## config.mk

```make
export PLATFORM = sky130hd
export DESIGN_NAME = pts_preamble_timer
export DESIGN_NICKNAME = d
export VERILOG_FILES = /design/src/rtl/pts_pkg.sv /design/src/rtl/pts_sample_counter.sv /design/src/rtl/pts_mark_decode.sv /design/src/rtl/pts_phase_ctrl.sv /design/src/rtl/pts_preamble_timer.sv
export SDC_FILE = /design/constraint.sdc
export NUM_CORES = 1
export LEC_CHECK = 0
export BUFFER_PORTS_ARGS = -buffer_cell sky130_fd_sc_hd__buf_2
export CAP_MARGIN = 20
export CORE_MARGIN = 1
export CORE_UTILIZATION = 63
export DETAILED_ROUTE_END_ITERATION = 8
export GPL_TIMING_DRIVEN = 0
export PLACE_DENSITY_LB_ADDON = 0.2
export SKIP_CTS_REPAIR_TIMING = 1
export SYNTH_ARGS = -nofsm -noshare
export SYNTH_HDL_FRONTEND = slang
export SYNTH_SLANG_ARGS = --single-unit
export TNS_END_PERCENT = 30
```

## constraint.sdc

```tcl
create_clock -name clk -period 5.2 [get_ports clk]
set_input_delay 1.04 -clock clk [delete_from_list [all_inputs] [get_ports clk]]
set_output_delay 1.04 -clock clk [all_outputs]
set_load 0.05 [all_outputs]
```

## src/rtl/pts_pkg.sv

```systemverilog
package pts_pkg;

  typedef enum logic [2:0] {
    PH_IDLE  = 3'd0,
    PH_SHORT = 3'd1,
    PH_CPRE  = 3'd2,
    PH_LONG  = 3'd3,
    PH_PAY   = 3'd4
  } phase_t;

  // boundaries after the start point: prefix, long, payload
  localparam int NUM_MARKS = 3;

endpackage

```

## src/rtl/pts_sample_counter.sv

```systemverilog
module pts_sample_counter #(
  parameter int CNT_W = 16
) (
  input  logic             clk,
  input  logic             rst,
  input  logic             clear,
  input  logic             run,
  output logic [CNT_W-1:0] cnt_q,
  output logic [CNT_W-1:0] cnt_next
);

  assign cnt_next = cnt_q + CNT_W'(1);

  always_ff @(posedge clk) begin
    if (rst || clear) begin
      cnt_q <= '0;
    end else if (run) begin
      cnt_q <= cnt_next;
    end
  end

endmodule

```

## src/rtl/pts_mark_decode.sv

```systemverilog
module pts_mark_decode
  import pts_pkg::*;
#(
  parameter int CNT_W     = 16,
  parameter int SHORT_LEN = 16,
  parameter int SHORT_NUM = 6,
  parameter int CP_LEN    = 32,
  parameter int LONG_LEN  = 64,
  parameter int LONG_NUM  = 2
) (
  input  logic [CNT_W-1:0]     cnt_next,
  output logic [NUM_MARKS-1:0] hit
);

  localparam int CPRE_AT = SHORT_NUM * SHORT_LEN;
  localparam int LONG_AT = CPRE_AT + CP_LEN;
  localparam int PAY_AT  = LONG_AT + LONG_NUM * LONG_LEN;

  function automatic int mark_at(input int idx);
    case (idx)
      0:       mark_at = CPRE_AT;
      1:       mark_at = LONG_AT;
      default: mark_at = PAY_AT;
    endcase
  endfunction

  for (genvar g = 0; g < NUM_MARKS; g++) begin : g_mark
    assign hit[g] = (cnt_next == CNT_W'(mark_at(g)));
  end

endmodule

```

## src/rtl/pts_phase_ctrl.sv

```systemverilog
module pts_phase_ctrl
  import pts_pkg::*;
(
  input  logic                 clk,
  input  logic                 rst,
  input  logic                 smp_valid,
  input  logic                 det_pulse,
  input  logic                 abort,
  input  logic [NUM_MARKS-1:0] hit,
  output phase_t               phase_q,
  output logic [NUM_MARKS:0]   stb_q,
  output logic                 start,
  output logic                 run
);

  phase_t                 phase_d;
  logic   [NUM_MARKS:0]   stb_d;
  logic                   active;

  assign active = (phase_q == PH_SHORT) || (phase_q == PH_CPRE) || (phase_q == PH_LONG);
  assign start  = det_pulse && !abort && ((phase_q == PH_IDLE) || (phase_q == PH_PAY));
  assign run    = smp_valid && active && !abort;

  always_comb begin
    phase_d = phase_q;
    stb_d   = '0;
    if (abort) begin
      phase_d = PH_IDLE;
    end else if (start) begin
      phase_d  = PH_SHORT;
      stb_d[0] = 1'b1;
    end else if (run) begin
      case (phase_q)
        PH_SHORT: if (hit[0]) begin phase_d = PH_CPRE; stb_d[1] = 1'b1; end
        PH_CPRE:  if (hit[1]) begin phase_d = PH_LONG; stb_d[2] = 1'b1; end
        PH_LONG:  if (hit[2]) begin phase_d = PH_PAY;  stb_d[3] = 1'b1; end
        default:  phase_d = phase_q;
      endcase
    end
  end

  always_ff @(posedge clk) begin
    if (rst) begin
      phase_q <= PH_IDLE;
      stb_q   <= '0;
    end else begin
      phase_q <= phase_d;
      stb_q   <= stb_d;
    end
  end

endmodule

```

## src/rtl/pts_preamble_timer.sv

```systemverilog
module pts_preamble_timer
  import pts_pkg::*;
#(
  parameter int CNT_W     = 16,
  parameter int SHORT_LEN = 16,
  parameter int SHORT_NUM = 6,
  parameter int CP_LEN    = 32,
  parameter int LONG_LEN  = 64,
  parameter int LONG_NUM  = 2
) (
  input  logic       clk,
  input  logic       rst,
  input  logic       smp_valid,
  input  logic       det_pulse,
  input  logic       abort,
  output logic [2:0] phase_o,
  output logic       stb_short_o,
  output logic       stb_cpre_o,
  output logic       stb_long_o,
  output logic       stb_pay_o
);

  logic [CNT_W-1:0]     cnt_q;
  logic [CNT_W-1:0]     cnt_next;
  logic [NUM_MARKS-1:0] hit;
  logic [NUM_MARKS:0]   stb_q;
  phase_t               phase_q;
  logic                 start;
  logic                 run;

  pts_sample_counter #(.CNT_W(CNT_W)) u_cnt (
    .clk      (clk),
    .rst      (rst),
    .clear    (start || abort),
    .run      (run),
    .cnt_q    (cnt_q),
    .cnt_next (cnt_next)
  );

  pts_mark_decode #(
    .CNT_W     (CNT_W),
    .SHORT_LEN (SHORT_LEN),
    .SHORT_NUM (SHORT_NUM),
    .CP_LEN    (CP_LEN),
    .LONG_LEN  (LONG_LEN),
    .LONG_NUM  (LONG_NUM)
  ) u_dec (
    .cnt_next (cnt_next),
    .hit      (hit)
  );

  pts_phase_ctrl u_ctl (
    .clk       (clk),
    .rst       (rst),
    .smp_valid (smp_valid),
    .det_pulse (det_pulse),
    .abort     (abort),
    .hit       (hit),
    .phase_q   (phase_q),
    .stb_q     (stb_q),
    .start     (start),
    .run       (run)
  );

  assign phase_o     = phase_q;
  assign stb_short_o = stb_q[0];
  assign stb_cpre_o  = stb_q[1];
  assign stb_long_o  = stb_q[2];
  assign stb_pay_o   = stb_q[3];

endmodule

```

==> impl_metrics.tcl, run 1 <==
set metrics [dict create \
    outcome "complete, no violations" \
    power_density_mw_per_mm2 178 \
    antenna-diode-count 0 \
    layout.cells.non_filler 212 \
    die_height_um 49.1 \
    yosysSeqAreaShare 0.330 \
    cts-htree-levels 1 \
    areaGrowthSynthToFinish_pct 8.33 \
    synth_nets 177 \
    netlist-cell-type-count 45 \
    grt_overflow 0 \
    worst-slew-pin-transition_ps 1040 \
    top_level_ports 12 \
    final.setup_skew_ps 2.79 \
    synth_area_per_cell_um2 8.21 \
    period_share 0.677 \
    globalRouteMet3Util 0.0405 \
    yosysWarningCount 0 \
    fmaxAchievable_ghz 0.284 \
    drive_above_1_share 0.178 \
    numCtsBuffers 3 \
    globalRouteTotalUtil 0.288 \
    setup_tns_ps 0 \
    grt_util_met2 0.495 \
    final_nets 193 \
    endpoint_kind "flop" \
    clk_pin_slew_ps 120 \
    busiest_layer "met2" \
    dieArea_mm2 0.00241 \
    remaining_drc_errors 0 \
    slew_viol_final 0 \
    use_met1 0.357 \
    drt-total-wl_mm 3.03 \
    cts_num_sinks 23 \
    timing.hold.worst.class "reg2reg" \
    worst_hold_slack_ps 577 \
    dp_cells 208 \
    antenna_found_initial 0 \
    detailed_place_hpwl_mm 2.28 \
    post-route-min-period_ps 3520 \
    clk_latency_ps 310 \
    clk_root_buffer_cell "clkbuf_4" \
    arrival_ps 3740 \
    timing.setup.critical_path_class "reg2reg" \
    setup_viol 0 \
    static-leakage-power_nw 0.568 \
    placement_rows 16 \
    synth_ff_type "dfxtp_1" \
    first_pass_iters 4 \
    core_region_area_mm2 0.00202 \
    first_global_vias 1194 \
    timing.slew.headroom 0.300 \
    io_buffers 11 \
    drtIter0Drc 50 \
    route.vias.total 1284 \
    clockBufferDepth 2 \
    synth_async_sr_flop_share 0 \
    route.antenna.remaining_nets 0 \
    pin_count_of_the_biggest_net_entering_global_routing 14 \
    synth_top_cells_by_area "dfxtp_1 (33%), xor2_1 (8.2%), nor2_1 (5.9%), nand2_1 (4.3%), xnor2_1 (3.8%)" \
    critPathMaxFanout 9 \
    startpoint_class "flop" \
    yosys.cell_count.top_type "dfxtp_1" \
    initial_core_util 0.691 \
    clock_tree_from_tritoncts "yes" \
    worst_setup_timing_slack_at_the_placement_stage_ps 1740 \
    hold_viol_final 0 \
    timing.max_cap.violations 0 \
    gp_routability_congestion 0.877 \
    maximum_resistive_drop_on_vdd_mv 0.151 \
    routed_wire_length_per_instance_um 14.3 \
    finalWorstSetupSlack_ps 1680 \
    synth_top_cells_by_count "dfxtp_1 (23), nor2_1 (22), nand2_1 (16)" \
    post_synth_instance_area_mm2 0.00140 \
    grt_setup_unrepaired "no" \
    grt_first_pass_wirelength_mm 5.31 \
    number_of_vias_per_cell_after_detailed_routing 6.06 \
    postSynthRegisterBits 23 \
    dieWidth_um 49.1 \
    synth.largest_area_cell "dfxtp_1" \
    synth.top_cell.area_share 0.330 \
    netlist_instances 170 \
    timing.critical_path.required_ps 5420 \
    synth_edf_count 0 \
]
## area by class of cell
cell class                 instances  area (µm²)
sequential                        23         460
multi-input combinational        135         858
buffer                             9        66.3
timing repair buffer              11        55.1
tap                               27        33.8
clock buffer                       3        22.5
clock inverter                     1        5.00
inverter                           3        11.3
fill                             166         509
## sequential cells by signal, indices dropped and copies added (netlist names)
name / cells
u_ctl.phase_q: 3
u_cnt.cnt_q: 16
u_ctl.stb_q: 4
## stage by stage
stage / area, µm² / power (mW) / utilization
floorplan: 1400 / 0.187 / -
global route: 1510 / 0.282 / 0.748
detailed placement: 1490 / 0.191 / 0.735
finish: 1510 / 0.270 / 0.748
global placement: 1490 / 0.191 / 0.735
CTS: 1510 / 0.273 / 0.748
## cells in the final DEF, fill, tap and decap left out, types with 2 or more instances in the layout
cell | netlist | final
buf_4 | 4 | 4
ha_1 | 2 | 2
nand4_2 | 2 | 2
buf_2 | 1 | 12
nand3_1 | 6 | 6
o21ai_0 | 7 | 7
a211o_1 | 2 | 2
nand2_1 | 16 | 16
xnor2_1 | 6 | 6
dfxtp_1 | 23 | 23
xor2_1 | 13 | 13
nor4_1 | 4 | 4
nor2_1 | 22 | 22
inv_1 | 3 | 3
nor3_1 | 9 | 9
a31oi_1 | 2 | 2
or4_4 | 2 | 2
buf_6 | 2 | 2
a21oi_1 | 8 | 8
clkbuf_4 | 0 | 3
nand4_1 | 6 | 6
or3_1 | 5 | 5
and2_1 | 2 | 2
## layer usage
metal  vias up  share of wire
met5         -              0
met4         0          0.026
met3        10          0.045
met2        43           0.48
met1       587           0.45
li1        644              -
## final timing paths
check	start	end	slack (ps)	cells past startpoint
max	u_cnt.cnt_q[0]$_SDFFE_PP0P_	u_ctl.phase_q[1]$_SDFFE_PP0P_	1680	9
min reg2reg	u_ctl.phase_q[1]$_SDFFE_PP0P_	u_ctl.stb_q[1]$_SDFF_PP0_	580	2
min	u_ctl.phase_q[1]$_SDFFE_PP0P_	u_ctl.stb_q[1]$_SDFF_PP0_	580	2
max reg2reg	u_cnt.cnt_q[0]$_SDFFE_PP0P_	u_ctl.phase_q[1]$_SDFFE_PP0P_	1680	9
## report_power, final
| group | total (mW) | internal (mW) | switching [mW] | leakage, nW |
|---|---|---|---|---|
| logic | 0.0104 | 0.00340 | 0.00700 | 0.365 |
| registers | 0.177 | 0.177 | 0.000318 | 0.185 |
| clock network | 0.0825 | 0.0287 | 0.0538 | 0.0177 |
## logic make-up (layout without fill, tap and decap cells)
group | after synthesis | count (layout) | synth area share
and+or+nand+nor | 84 | 84 | 0.326
AOI/OAI and AO/OA | 29 | 29 | 0.144
DFF | 23 | 23 | 0.330
xor gates and xnor gates | 19 | 19 | 0.119
buffers and inverters | 12 | 27 | 0.0555
adders and majority gates | 2 | 2 | 0.0179
muxes | 1 | 1 | 0.00717
## worst max-delay path: stages, from the launching register on
cell and delay, ps:
dfxtp_1 540, ha_1 350, nand3_1 240, nor4_1 480, xor2_1 110, or4_4 460, o41ai_1 360, a21oi_1 190
or4_4 560, o211a_1 150
Note: power is estimated with default switching activity, not from simulation.
==> run 2: changes to the inputs <==
Settings changed: CORE_UTILIZATION 63 to 52.
Clock period 5.2 ns to 2.94 ns, I/O delays scaled along.
==> run 2 against run 1 <==
Sequential share of layout area is 1.8 points lower. Die area is 20% higher. Wire length is 5.8% higher. Largest power group unchanged. Critical path type unchanged. Largest cell class unchanged.
==> impl_metrics.tcl, run 2 (synthesis gave the netlist of run 1 again) <==
set metrics [dict create \
    dieWidth_um 53.8 \
    grt_first_pass_wirelength_mm 4.89 \
    gp_routability_congestion 0.796 \
    worst-slew-pin-transition_ps 1040 \
    first_global_vias 1106 \
    worst_r2r_startpoint "u_cnt.cnt_q[8]$_SDFFE_PP0P_" \
    clock_tree_from_tritoncts "yes" \
    timing.hold.worst.class "in2reg" \
    drt-total-wl_mm 3.21 \
    route.antenna.remaining_nets 0 \
    largest_reg_flops 16 \
    pin_count_of_the_biggest_net_entering_global_routing 13 \
    r2r_cells 9 \
    clk_pin_slew_ps 130 \
    period_share 0.978 \
    first_pass_iters 4 \
    antenna-diode-count 0 \
    finalCoreUtilization 0.660 \
    endpoint_kind "flop" \
    clk_latency_ps 330 \
    numCtsBuffers 3 \
    placed_area_mm2 0.00150 \
    report.power.total_mw 0.485 \
    top_level_ports 12 \
    detailed_place_hpwl_mm 2.25 \
    timing.critical_path.required_ps 3170 \
    hold_viol_final 0 \
    critPathMaxFanout 6 \
    reg.largest.list "u_cnt.cnt_q x16, u_ctl.stb_q x4, u_ctl.phase_q x3" \
    clockBufferDepth 2 \
    die_height_um 53.8 \
    timing.max_cap.violations 0 \
    drtIter0Drc 33 \
    clk_root_buffer_cell "clkbuf_4" \
    grt_overflow 0 \
    antenna_found_initial 0 \
    areaGrowthSynthToFinish_pct 18.1 \
    remaining_drc_errors 0 \
    layout.cells.most_common "nor2_1" \
    outcome "complete, no violations" \
    core_region_area_mm2 0.00250 \
    post-route-min-period_ps 2870 \
    routed_wire_length_per_instance_um 14.5 \
    arrival_ps 3100 \
    slew_viol_final 0 \
    io_buffers 11 \
    startpoint_class "flop" \
    max_flop_register "u_cnt.cnt_q" \
    final_nets 199 \
    number_of_vias_per_cell_after_detailed_routing 5.96 \
    setup.reg_to_reg.worst_slack_ps 70 \
    timing.slew.headroom 0.304 \
    fmaxAchievable_ghz 0.348 \
    final_cell_mix "nor2_1 (22), dfxtp_1 (18), nand2_1 (16)" \
    grt_setup_unrepaired "yes" \
    placement_rows 18 \
    worstReg2RegEnd "u_ctl.phase_q[1]$_SDFFE_PP0P_" \
    cts_num_sinks 23 \
    dieArea_mm2 0.00290 \
    hold_end "u_ctl.stb_q[0]$_SDFF_PP0_" \
    drive_above_1_share 0.251 \
    timing.setup.critical_path_class "reg2reg" \
    maximum_resistive_drop_on_vdd_mv 0.235 \
    final.setup_skew_ps 6.25 \
    route.vias.total 1317 \
    final_cell_area_mm2 0.00165 \
    hold_path.startpoint "rst" \
    setup_viol 0 \
    static-leakage-power_nw 0.622 \
    globalRouteTotalUtil 0.239 \
    initial_core_util 0.559 \
    holdPathStages 2 \
    cts-htree-levels 1 \
    power_density_mw_per_mm2 294 \
]
[run 2: power breakdown]
part | switching, mW | leakage [nW] | internal (mW)
clock network | 0.102 | 0.0150 | 0.0533
logic | 0.0131 | 0.419 | 0.00647
registers | 0.000554 | 0.189 | 0.310
[run 2: stage by stage]
stage,cells,setup WS [ps],hold WS [ps],setup TNS [ps]
6_report,221,66.0,422,0
5_1_grt,221,-55.8,415,-88.1
3_5_place_dp,211,-230,520,-689
3_3_place_gp,211,-136,517,-333
2_1_floorplan,170,64.5,493,0
4_1_cts,215,-260,419,-851
[run 2: layout make-up]
class,count,area [µm²]
multi-input combinational,135,930
fill,214,851
sequential,23,472
timing repair buffer,17,100
buffer,9,72.6
tap,30,37.5
clock buffer,4,26.3
inverter,3,11.3
[run 2: per-layer routing]
layer	GRT usage	vias to the layer above	wire, µm
met5	0	-	0
met4	0.105	0	49
met3	0.0254	5	88
met2	0.383	26	1550
met1	0.320	630	1530
li1	-	656	-
[run 2: worst max-delay path, stage by stage, from the launching register on]
cell     delay, ps
dfxtp_1        360
buf_6          120
nand4_1        260
nor4_4         340
xor2_1         110
or4_4          470
o41ai_4        310
a21oi_2        120
or4_4          540
o211a_1        150
[run 2: how the worst max path moves through the flow]
stage / slack, ps / startpoint / end / cells past startpoint
after detailed placement: -230 / u_cnt.cnt_q[0]$_SDFFE_PP0P_ / u_ctl.phase_q[1]$_SDFFE_PP0P_ / 9
after floorplan: 60 / u_cnt.cnt_q[0]$_SDFFE_PP0P_ / u_ctl.phase_q[1]$_SDFFE_PP0P_ / 9
after global routing: -60 / u_cnt.cnt_q[8]$_SDFFE_PP0P_ / u_ctl.phase_q[1]$_SDFFE_PP0P_ / 9
after global placement: -140 / u_cnt.cnt_q[0]$_SDFFE_PP0P_ / u_ctl.phase_q[1]$_SDFFE_PP0P_ / 9
after CTS: -260 / u_cnt.cnt_q[0]$_SDFFE_PP0P_ / u_ctl.phase_q[1]$_SDFFE_PP0P_ / 9
final: 70 / u_cnt.cnt_q[8]$_SDFFE_PP0P_ / u_ctl.phase_q[1]$_SDFFE_PP0P_ / 9
==> run 3: changes to the inputs <==
Settings changed: ABC_AREA from default to 1, CORE_UTILIZATION 52 to 53.
==> run 3 against run 2 <==
Clock-buffer cell count stayed put. Cell area decreased by 0.83%. Non-clock buffer count is 12 lower. Sequential power up 1%. Register-to-register slack gained 520 ps. Clock skew shrank 4.8 ps. Worst hold slack improved by 7.4 ps. First-iteration DRC count rose to 2.8 times the previous value. Synthesized area is 8.5% higher. Largest power group unchanged. Wire length is 3.3% higher. Die area rose by 6.2%. Synthesized cell count grew 42%.
==> impl_metrics.tcl, run 3 <==
set metrics [dict create \
    outcome "complete, no violations" \
    worst-slew-pin-transition_ps 493 \
    synth_nets 249 \
    gp_routability_congestion 0.895 \
    maximum_resistive_drop_on_vdd_mv 0.251 \
    synth_async_sr_flop_share 0 \
    critPathMaxFanout 7 \
    setup_viol 0 \
    placement_rows 19 \
    detailed_place_hpwl_mm 2.57 \
    synth_edf_count 0 \
    routed_wire_length_per_instance_um 11.5 \
    final.setup_skew_ps 1.48 \
    route.antenna.remaining_nets 0 \
    reg.largest.list "u_cnt.cnt_q x16, u_ctl.stb_q x4, u_ctl.phase_q x3" \
    hold_viol_final 0 \
    footprint_of_the_multi_input_gates_um2 901 \
    endpoint_kind "flop" \
    dieArea_mm2 0.00308 \
    timing.max_cap.violations 0 \
    synth_top_cells_by_area "dfxtp_1 (30%), nand2_1 (15%), inv_1 (8.9%), nand3_1 (5.9%), nor2_1 (5.5%)" \
    post_synth_instance_area_mm2 0.00152 \
    final_nets 265 \
    synth.top_cell.area_share 0.304 \
    grt_first_pass_wirelength_mm 5.62 \
    post-route-min-period_ps 2350 \
    io_buffers 11 \
    synth_area_per_cell_um2 6.26 \
    netlist_instances 242 \
    seq_cell_area_um2 460 \
    clk_latency_ps 310 \
    grt_setup_unrepaired "no" \
    drtIter0Drc 93 \
    initial_core_util 0.554 \
    first_global_vias 1242 \
    globalRouteTotalUtil 0.227 \
    drt-total-wl_mm 3.32 \
    synth_ff_type "dfxtp_1" \
    power_density_mw_per_mm2 303 \
    cts_num_sinks 23 \
    die_height_um 55.5 \
    synth_top_cells_by_count "nand2_1 (62), inv_1 (36), dfxtp_1 (23)" \
    dieWidth_um 55.5 \
    largest_reg_flops 16 \
    yosysSeqAreaShare 0.304 \
    worst_hold_slack_ps 430 \
    fmaxAchievable_ghz 0.425 \
    fill_cells 280 \
    clk_root_buffer_cell "clkbuf_4" \
    synth.largest_area_cell "dfxtp_1" \
    arrival_ps 2580 \
    drive_above_1_share 0.140 \
    final_cell_mix "nand2_1 (62), inv_1 (36), dfxtp_1 (23)" \
    period_share 0.800 \
    slew_viol_final 0 \
    layout.cells.most_common "nand2_1" \
    setup_tns_ps 0 \
    timing.critical_path.required_ps 3160 \
    static-leakage-power_nw 0.697 \
    pin_count_of_the_biggest_net_entering_global_routing 13 \
    core_region_area_mm2 0.00273 \
    timing.hold.worst.class "in2reg" \
    clockBufferDepth 2 \
    postSynthRegisterBits 23 \
    top_level_ports 12 \
    timing.slew.headroom 0.671 \
    cts-htree-levels 1 \
    grt_overflow 0 \
    antenna-diode-count 0 \
    max_flop_register "u_cnt.cnt_q" \
    numCtsBuffers 3 \
    yosysWarningCount 0 \
    clk_pin_slew_ps 130 \
    first_pass_iters 5 \
    netlist-cell-type-count 26 \
    timing.setup.critical_path_class "reg2reg" \
    number_of_vias_per_cell_after_detailed_routing 5.34 \
    antenna_found_initial 0 \
    areaGrowthSynthToFinish_pct 7.93 \
    placed_area_mm2 0.00161 \
    final_cell_area_mm2 0.00164 \
    remaining_drc_errors 0 \
    yosys.cell_count.top_type "nand2_1" \
    route.vias.total 1537 \
    clock_tree_from_tritoncts "yes" \
    startpoint_class "flop" \
]
## run 3: cell count changes in the layout (fill, tap and decap cells not counted), sizes merged, moves of 5 or more
cell | before | now
a21oi | 9 | 14
buf | 25 | 12
inv | 3 | 36
nand2 | 16 | 71
nand3 | 6 | 19
nor2 | 22 | 31
o21ai | 7 | 17
or3 | 5 | 0
xnor2 | 6 | 0
xor2 | 13 | 0
## run 3: cells by family (layout without fill, tap and decap cells)
group                    count (synthesis)  after routing  share of synthesized area
AND/OR/NAND/NOR                        140            140                      0.437
AO/OA/AOI/OAI                           37             37                      0.141
adder cells (fa/ha/maj)                  2              2                     0.0165
buffers and inverters                   40             55                      0.102
flip-flops                              23             23                      0.304
## run 3: stage by stage
stage               worst slack (ps)  power (mW)  utilization  std cells
floorplan                       1000       0.343            -        242
global placement                 635       0.351        0.589        284
detailed placement               604       0.352        0.589        284
CTS                              599       0.502        0.598        288
global route                     395       0.518        0.598        288
finish                           588       0.495        0.598        288
## run 3: worst paths after layout
path	start	end	slack, ps	cells past startpoint
worst min register to register	u_ctl.phase_q[1]$_SDFFE_PP0P_	u_ctl.stb_q[1]$_SDFF_PP0_	550	1
worst min-delay path	rst	u_ctl.stb_q[0]$_SDFF_PP0_	430	2
worst max-delay path	u_cnt.cnt_q[0]$_SDFFE_PP0P_	u_ctl.phase_q[1]$_SDFFE_PP0P_	590	16
worst max register to register	u_cnt.cnt_q[0]$_SDFFE_PP0P_	u_ctl.phase_q[1]$_SDFFE_PP0P_	590	16
## run 3: worst max-delay path: stages, from the launching register on
cell	delay, ps
dfxtp_1	510
ha_1	290
nand3_1	140
nor2_1	240
nand3_1	110
nand2_1	70
nand2_1	70
inv_1	60
nand2_1	40
nor2_1	160
nand3_1	130
nand2_1	90
nand2_2	80
nor2_4	100
nand2_2	60
nand2_1	70
nor2_1	40
## run 3: cell type report
type / count / share of cell area
multi-input combinational: 179 / 0.551
sequential: 23 / 0.282
inverter: 37 / 0.0849
timing repair buffer: 11 / 0.0337
tap: 31 / 0.0237
clock buffer: 4 / 0.0161
buffer: 3 / 0.00918
## run 3: power by group
group          switching, mW  leakage [nW]  total (mW)  internal, mW
clock network         0.0973        0.0150       0.150        0.0529
registers            0.00182         0.185       0.315         0.314
logic                 0.0206         0.496      0.0292       0.00865
total                  0.120         0.697       0.495         0.375
## run 3: routing by layer
metal,track usage,vias up,part of all wire
met5,0,-,0
met4,0.0750,0,0.015
met3,0.0281,6,0.045
met2,0.346,26,0.44
met1,0.331,689,0.50
li1,-,816,-
